<file path="src/rtl/bpv_pkg.sv">
package bpv_pkg;
  localparam int unsigned PLANES_DEF   = 16;
  localparam int unsigned GROUP_W_DEF  = 8;
  localparam int unsigned LANE_W       = 8;
  localparam int unsigned SYNC_DEF     = 2;

  function automatic int unsigned sel_width(input int unsigned groups);
    return (groups > 1) ? $clog2(groups) : 1;
  endfunction
endpackage

</file>
<file path="src/rtl/bpv_rst_sync.sv">
module bpv_rst_sync #(
  parameter int unsigned STAGES = bpv_pkg::SYNC_DEF
) (
  input  logic clk,
  input  logic rst_n,
  output logic rst_n_sync
);
  logic [STAGES-1:0] chain_q;
  logic [STAGES-1:0] chain_d;

  always_comb begin
    chain_d = {chain_q[STAGES-2:0], 1'b1};
  end

  always_ff @(posedge clk or negedge rst_n) begin
    if (!rst_n) chain_q <= '0;
    else        chain_q <= chain_d;
  end

  assign rst_n_sync = chain_q[STAGES-1];
endmodule

</file>
<file path="src/rtl/bpv_regport.sv">
module bpv_regport #(
  parameter int unsigned WORD_W = bpv_pkg::PLANES_DEF,
  localparam int unsigned BE_W  = WORD_W / bpv_pkg::LANE_W
) (
  input  logic              clk,
  input  logic              rst_n,
  input  logic              wr,
  input  logic              rd,
  input  logic [BE_W-1:0]   be,
  input  logic [WORD_W-1:0] wdata,
  output logic [WORD_W-1:0] en_q,
  output logic [WORD_W-1:0] rdata,
  output logic              acc_err
);
  logic              whole;
  logic              wr_ok;
  logic              bad_acc;
  logic [WORD_W-1:0] en_d;
  logic [WORD_W-1:0] rdata_d;

  always_comb begin
    whole   = &be;
    wr_ok   = wr & whole;
    bad_acc = (wr | rd) & ~whole;
    en_d    = wr_ok ? wdata : en_q;
    rdata_d = (rd & whole) ? en_q : '0;
  end

  always_ff @(posedge clk or negedge rst_n) begin
    if (!rst_n) begin
      en_q    <= '1;
      rdata   <= '0;
      acc_err <= 1'b0;
    end else begin
      if (wr_ok) en_q <= en_d;
      rdata   <= rdata_d;
      acc_err <= bad_acc;
    end
  end


  partial_write_ignored_chk: assert property (@(posedge clk) disable iff (!rst_n)
    (wr && !(&be)) |=> $stable(en_q));

  partial_read_zero_chk: assert property (@(posedge clk) disable iff (!rst_n)
    (rd && !(&be)) |=> (rdata == '0));

  err_needs_access_chk: assert property (@(posedge clk) disable iff (!rst_n)
    (wr || rd) && (&be) |=> !acc_err);

  idle_rdata_zero_chk: assert property (@(posedge clk) disable iff (!rst_n)
    !rd |=> (rdata == '0));
endmodule

</file>
<file path="src/rtl/bpv_mask.sv">
module bpv_mask #(
  parameter int unsigned PLANES  = bpv_pkg::PLANES_DEF,
  parameter int unsigned GROUP_W = bpv_pkg::GROUP_W_DEF,
  localparam int unsigned GROUPS = PLANES / GROUP_W,
  localparam int unsigned SEL_W  = bpv_pkg::sel_width(GROUPS)
) (
  input  logic [PLANES-1:0]  word,
  input  logic [PLANES-1:0]  en,
  input  logic [SEL_W-1:0]   sel,
  output logic [GROUP_W-1:0] idx
);
  logic [PLANES-1:0]  masked;
  logic [GROUP_W-1:0] grp [GROUPS];

  assign masked = word & en;

  for (genvar g = 0; g < GROUPS; g++) begin : g_grp
    assign grp[g] = masked[g*GROUP_W +: GROUP_W];
  end

  always_comb begin
    idx = '0;
    for (int g = 0; g < GROUPS; g++) begin
      if (sel == SEL_W'(g)) idx = grp[g];
    end
  end
endmodule

</file>
<file path="src/rtl/bpv_outreg.sv">
module bpv_outreg #(
  parameter int unsigned IDX_W = bpv_pkg::GROUP_W_DEF
) (
  input  logic             clk,
  input  logic             rst_n,
  input  logic             vld_in,
  input  logic [IDX_W-1:0] idx_in,
  output logic             vld_q,
  output logic [IDX_W-1:0] idx_q
);
  logic             vld_d;
  logic [IDX_W-1:0] idx_d;

  always_comb begin
    vld_d = vld_in;
    idx_d = vld_in ? idx_in : idx_q;
  end

  always_ff @(posedge clk or negedge rst_n) begin
    if (!rst_n) begin
      vld_q <= 1'b0;
      idx_q <= '0;
    end else begin
      vld_q <= vld_d;
      if (vld_in) idx_q <= idx_d;
    end
  end


  valid_follows_chk: assert property (@(posedge clk) disable iff (!rst_n)
    vld_in |=> vld_q);

  bubble_holds_idx_chk: assert property (@(posedge clk) disable iff (!rst_n)
    !vld_in |=> (!vld_q && $stable(idx_q)));
endmodule

</file>
<file path="src/rtl/bitplane_index_gate.sv">
module bitplane_index_gate #(
  parameter int unsigned PLANES  = bpv_pkg::PLANES_DEF,
  parameter int unsigned GROUP_W = bpv_pkg::GROUP_W_DEF,
  localparam int unsigned GROUPS = PLANES / GROUP_W,
  localparam int unsigned SEL_W  = bpv_pkg::sel_width(GROUPS),
  localparam int unsigned BE_W   = PLANES / bpv_pkg::LANE_W
) (
  input  logic               clk,
  input  logic               rst_n,
  input  logic               reg_wr,
  input  logic               reg_rd,
  input  logic [BE_W-1:0]    reg_be,
  input  logic [PLANES-1:0]  reg_wdata,
  output logic [PLANES-1:0]  reg_rdata,
  output logic               reg_acc_err,
  input  logic               pix_valid,
  input  logic [PLANES-1:0]  pix_word,
  input  logic [SEL_W-1:0]   img_sel,
  output logic               lut_valid,
  output logic [GROUP_W-1:0] lut_idx
);
  logic               rst_n_int;
  logic [PLANES-1:0]  plane_en;
  logic [GROUP_W-1:0] idx_comb;

  bpv_rst_sync #(.STAGES(bpv_pkg::SYNC_DEF)) u_rst (
    .clk(clk), .rst_n(rst_n), .rst_n_sync(rst_n_int)
  );

  bpv_regport #(.WORD_W(PLANES)) u_reg (
    .clk(clk), .rst_n(rst_n_int), .wr(reg_wr), .rd(reg_rd), .be(reg_be),
    .wdata(reg_wdata), .en_q(plane_en), .rdata(reg_rdata), .acc_err(reg_acc_err)
  );

  bpv_mask #(.PLANES(PLANES), .GROUP_W(GROUP_W)) u_mask (
    .word(pix_word), .en(plane_en), .sel(img_sel), .idx(idx_comb)
  );

  bpv_outreg #(.IDX_W(GROUP_W)) u_out (
    .clk(clk), .rst_n(rst_n_int), .vld_in(pix_valid), .idx_in(idx_comb),
    .vld_q(lut_valid), .idx_q(lut_idx)
  );


  low_group_mask_chk: assert property (@(posedge clk) disable iff (!rst_n_int)
    (pix_valid && img_sel == '0) |=> ((lut_idx & ~$past(plane_en[GROUP_W-1:0])) == '0));

  en_no_glitch_chk: assert property (@(posedge clk) disable iff (!rst_n_int)
    !(reg_wr && (&reg_be)) |=> $stable(plane_en));
endmodule

</file>
<file path="config.mk">
export PLATFORM = sky130hd
export DESIGN_NAME = bitplane_index_gate
export DESIGN_NICKNAME = d
export VERILOG_FILES = /design/src/rtl/bpv_pkg.sv /design/src/rtl/bpv_rst_sync.sv /design/src/rtl/bpv_regport.sv /design/src/rtl/bpv_mask.sv /design/src/rtl/bpv_outreg.sv /design/src/rtl/bitplane_index_gate.sv
export SDC_FILE = /design/constraint.sdc
export NUM_CORES = 1
export LEC_CHECK = 0
export BUFFER_PORTS_ARGS = -buffer_cell sky130_fd_sc_hd__buf_4
export CELL_PAD_IN_SITES_DETAIL_PLACEMENT = 1
export CELL_PAD_IN_SITES_GLOBAL_PLACEMENT = 2
export CORE_MARGIN = 10
export CORE_UTILIZATION = 27
export CTS_CLUSTER_SIZE = 28
export DETAILED_ROUTE_END_ITERATION = 12
export PLACE_DENSITY = 0.78
export SYNTH_ARGS = -nofsm -noshare
export SYNTH_HDL_FRONTEND = slang
export SYNTH_SLANG_ARGS = --single-unit
</file>
<file path="constraint.sdc">
create_clock -name clk -period 1.24 [get_ports clk]
set_input_delay 0.124 -clock clk [delete_from_list [all_inputs] [get_ports clk]]
set_output_delay 0.124 -clock clk [all_outputs]
set_load 0.01 [all_outputs]
</file>
==> flow_metrics.tcl <==
set metrics [dict create \
    outcome "finished, final reports clean" \
    ys_ff_latch 44 \
    synth_area_mm2 0.00169 \
    grt_pass1_wl_um 6980 \
    synthCells 118 \
    htree_levels 2 \
    switching_share_pct 22.8 \
    ios 66 \
    gr-max-usage-layer "met2" \
    synth_top_family_by_area "simple AND/OR/NAND/NOR gates" \
    die_area_mm2 0.00981 \
    clk_pin_slew_ns 0.08 \
    grt_use_met2_pct 13.9 \
    multi_input_area_um2 536 \
    reg2reg_to "u_out.idx_q[0]" \
    synth.distinct_cells 17 \
    synth-compound-area-share_pct 3.26 \
    die_h_um 99.0 \
    synth-xor-area-share_pct 0 \
    io_buffers 65 \
    synth_fa_ha_area_share_pct 0 \
    clock_latency_ns 0.29 \
    via_count 1123 \
    seq_area_mm2 0.00112 \
    vias_per_cell 4.27 \
    core-area_mm2 0.00599 \
    layout_commonest_cell "buf_4" \
    cap_violations 0 \
    seqPwrFrac_pct 53.1 \
    finalMaxSlewViolations 0 \
    p_switching_mw 0.763 \
    ant_nets 0 \
    overflow 0 \
    slowest_delay_ns 0.39 \
    initial_core_util_pct 28.2 \
    power_density_mw_per_mm2 1410 \
    drt_wl_total_um 4390 \
    fmax_ghz 1.04 \
    ctsResizeCount 0 \
    worstPathArrival_ns 0.84 \
    gp_congestion 0.710 \
    layout-drive-gt1-share_pct 56.9 \
    critical_path_depth 1 \
    rr_startpoint "u_reg.en_q[8]" \
    cts_buffer_depth 2 \
    antenna_cells 0 \
    avgSynthCellArea_um2 14.3 \
    cp.required_ns 1.12 \
    worstSetupPathType "flip-flop to output pin" \
    final_cell_mix "buf_4, dfrtp_1, and2_1, dfstp_2, mux2_4" \
    met3_usage_pct 5.73 \
    grtUsageTotal_pct 9.14 \
    dr.pass1.iters 3 \
    cp_max_fo 1 \
    drt_iter0_markers 44 \
    crit_slowest_cell "dfrtp_1" \
    grt_max_degree 30 \
    cp_top_family "flip-flops" \
    path_cells "buf_4" \
    drcViolationCount 0 \
    post_cts_buffers 0 \
    crit_path_end_kind "output pin" \
    fin_setup_tns_ns 0 \
    rsz0062_at_grt "no" \
    rows 28 \
    synth-seq-area-share_pct 66.5 \
    ir_drop_mv 0.469 \
    final_util_pct 39.7 \
    combPwrFrac_pct 14.9 \
    grt_use_met1_pct 10.2 \
    antenna_found_initial 0 \
    crit_start "u_reg.rdata[8]" \
    die_w_um 99.0 \
    num-fill-cells 646 \
    hold_buffers 1 \
    setup_viol_count_final 0 \
    critPathLaunchType "flip-flop" \
    skew_ns 0.00793 \
    timing_hold_violations_final 0 \
    drt-wirelength-per-cell_um 16.7 \
    yosys.area_share.simple_pct 15.4 \
    synth_fp_nets 158 \
    syn_to_final_growth_pct 40.9 \
    cts-root-buf "clkbuf_8" \
    cts_tree "yes" \
    fin_nets 227 \
    grt_pass1_vias 1315 \
    dp_hpwl_um 3310 \
    endpoint "reg_rdata[8]" \
    cts_sinks 44 \
    yosys_warnings 0 \
    synthMuxAreaShare_pct 12.9 \
    leakage_nw 1.14 \
    worst-path-buf-inv 1 \
    period_needed_ns 0.961 \
    finalCritPeriodShare_pct 77.5 \
    reg2reg_slack_ns 0.34 \
    p_int_mw 2.59 \
    numCtsBuffers 5 \
    r2r_cells 2 \
    hp-class "input port to flip-flop" \
    clkPwrFrac_pct 32.0 \
]
## worst min path at each step
stage,start,to,slack (ns),cells past startpoint
after floorplan,rst_n,u_rst.chain_q[0],-0.17,0
after global placement,rst_n,u_rst.chain_q[0],-0.09,1
after detailed placement,rst_n,u_rst.chain_q[0],-0.09,1
after CTS,reg_be[1],u_reg.acc_err,0.02,2
after global routing,reg_wdata[8],u_reg.en_q[8],0.03,2
final,reg_be[1],u_reg.acc_err,0.04,2
## metal layers
metal	vias up	routed length [um]
li1	540	-
met1	535	1830
met2	43	2030
met3	5	471
met4	0	57
met5	-	0
## registers in the layout, summed over array words and instances, names as in the netlist
| register | cells |
|---|---|
| u_reg.en_q | 16 |
| u_reg.rdata | 16 |
| u_out.idx_q | 8 |
| u_rst.chain_q | 2 |
| u_out.vld_q | 1 |
| u_reg.acc_err | 1 |
## Yosys cell counts
library cell	instances	share of area [%]
nand3_1	8	2.4
and2_1	16	5.9
dfrtp_1	28	42
conb_1	1	0.22
mux2_4	10	8.9
nand3_4	1	1.0
clkbuf_1	1	0.22
a21oi_1	1	0.30
buf_6	1	0.67
dfstp_2	16	25
mux2_2	6	4.0
a31oi_1	8	3.0
nor2_1	9	2.0
and3_2	1	0.45
nand3b_1	8	3.6
clkbuf_2	1	0.30
buf_2	2	0.59
## cells by family (layout without fill, tap and decap cells)
kind of cell / count (synthesis) / in the layout
flip-flops: 44 / 44
AND/OR/NAND/NOR: 43 / 43
multiplexers: 16 / 16
AO/OA/AOI/OAI: 9 / 9
buffers and inverters: 5 / 75
other: 1 / 1
## final cells by class
type	instances	share of cell area, %
flip-flops and latches	44	47.2
multi-input cells	69	22.5
repair buffers	67	21.8
well taps	75	3.95
clock buffers	7	3.21
clock inverters	1	1.26
## per-stage QoR
stage          std cells  power, mW  hold WS [ns]  setup WS [ns]  cell area, um2
4_1_cts              263       3.43        0.0247          0.258            2380
3_3_place_gp         254       2.30       -0.0920          0.265            2260
3_5_place_dp         254       2.32       -0.0912          0.260            2260
5_1_grt              263       3.55        0.0313          0.232            2380
6_report             263       3.35        0.0355          0.279            2380
2_1_floorplan        118       2.04        -0.172          0.439            1690
## power groups by stage
stage / Combinational, mW / Clock (mW) / Sequential, mW
final: 0.498 / 1.07 / 1.78
after floorplan: 0.225 / 0 / 1.81
after global routing: 0.547 / 1.19 / 1.81
after global placement: 0.500 / 0 / 1.80
after detailed placement: 0.511 / 0 / 1.81
after CTS: 0.513 / 1.13 / 1.78
No activity file was read; power rests on OpenSTA's default activity.
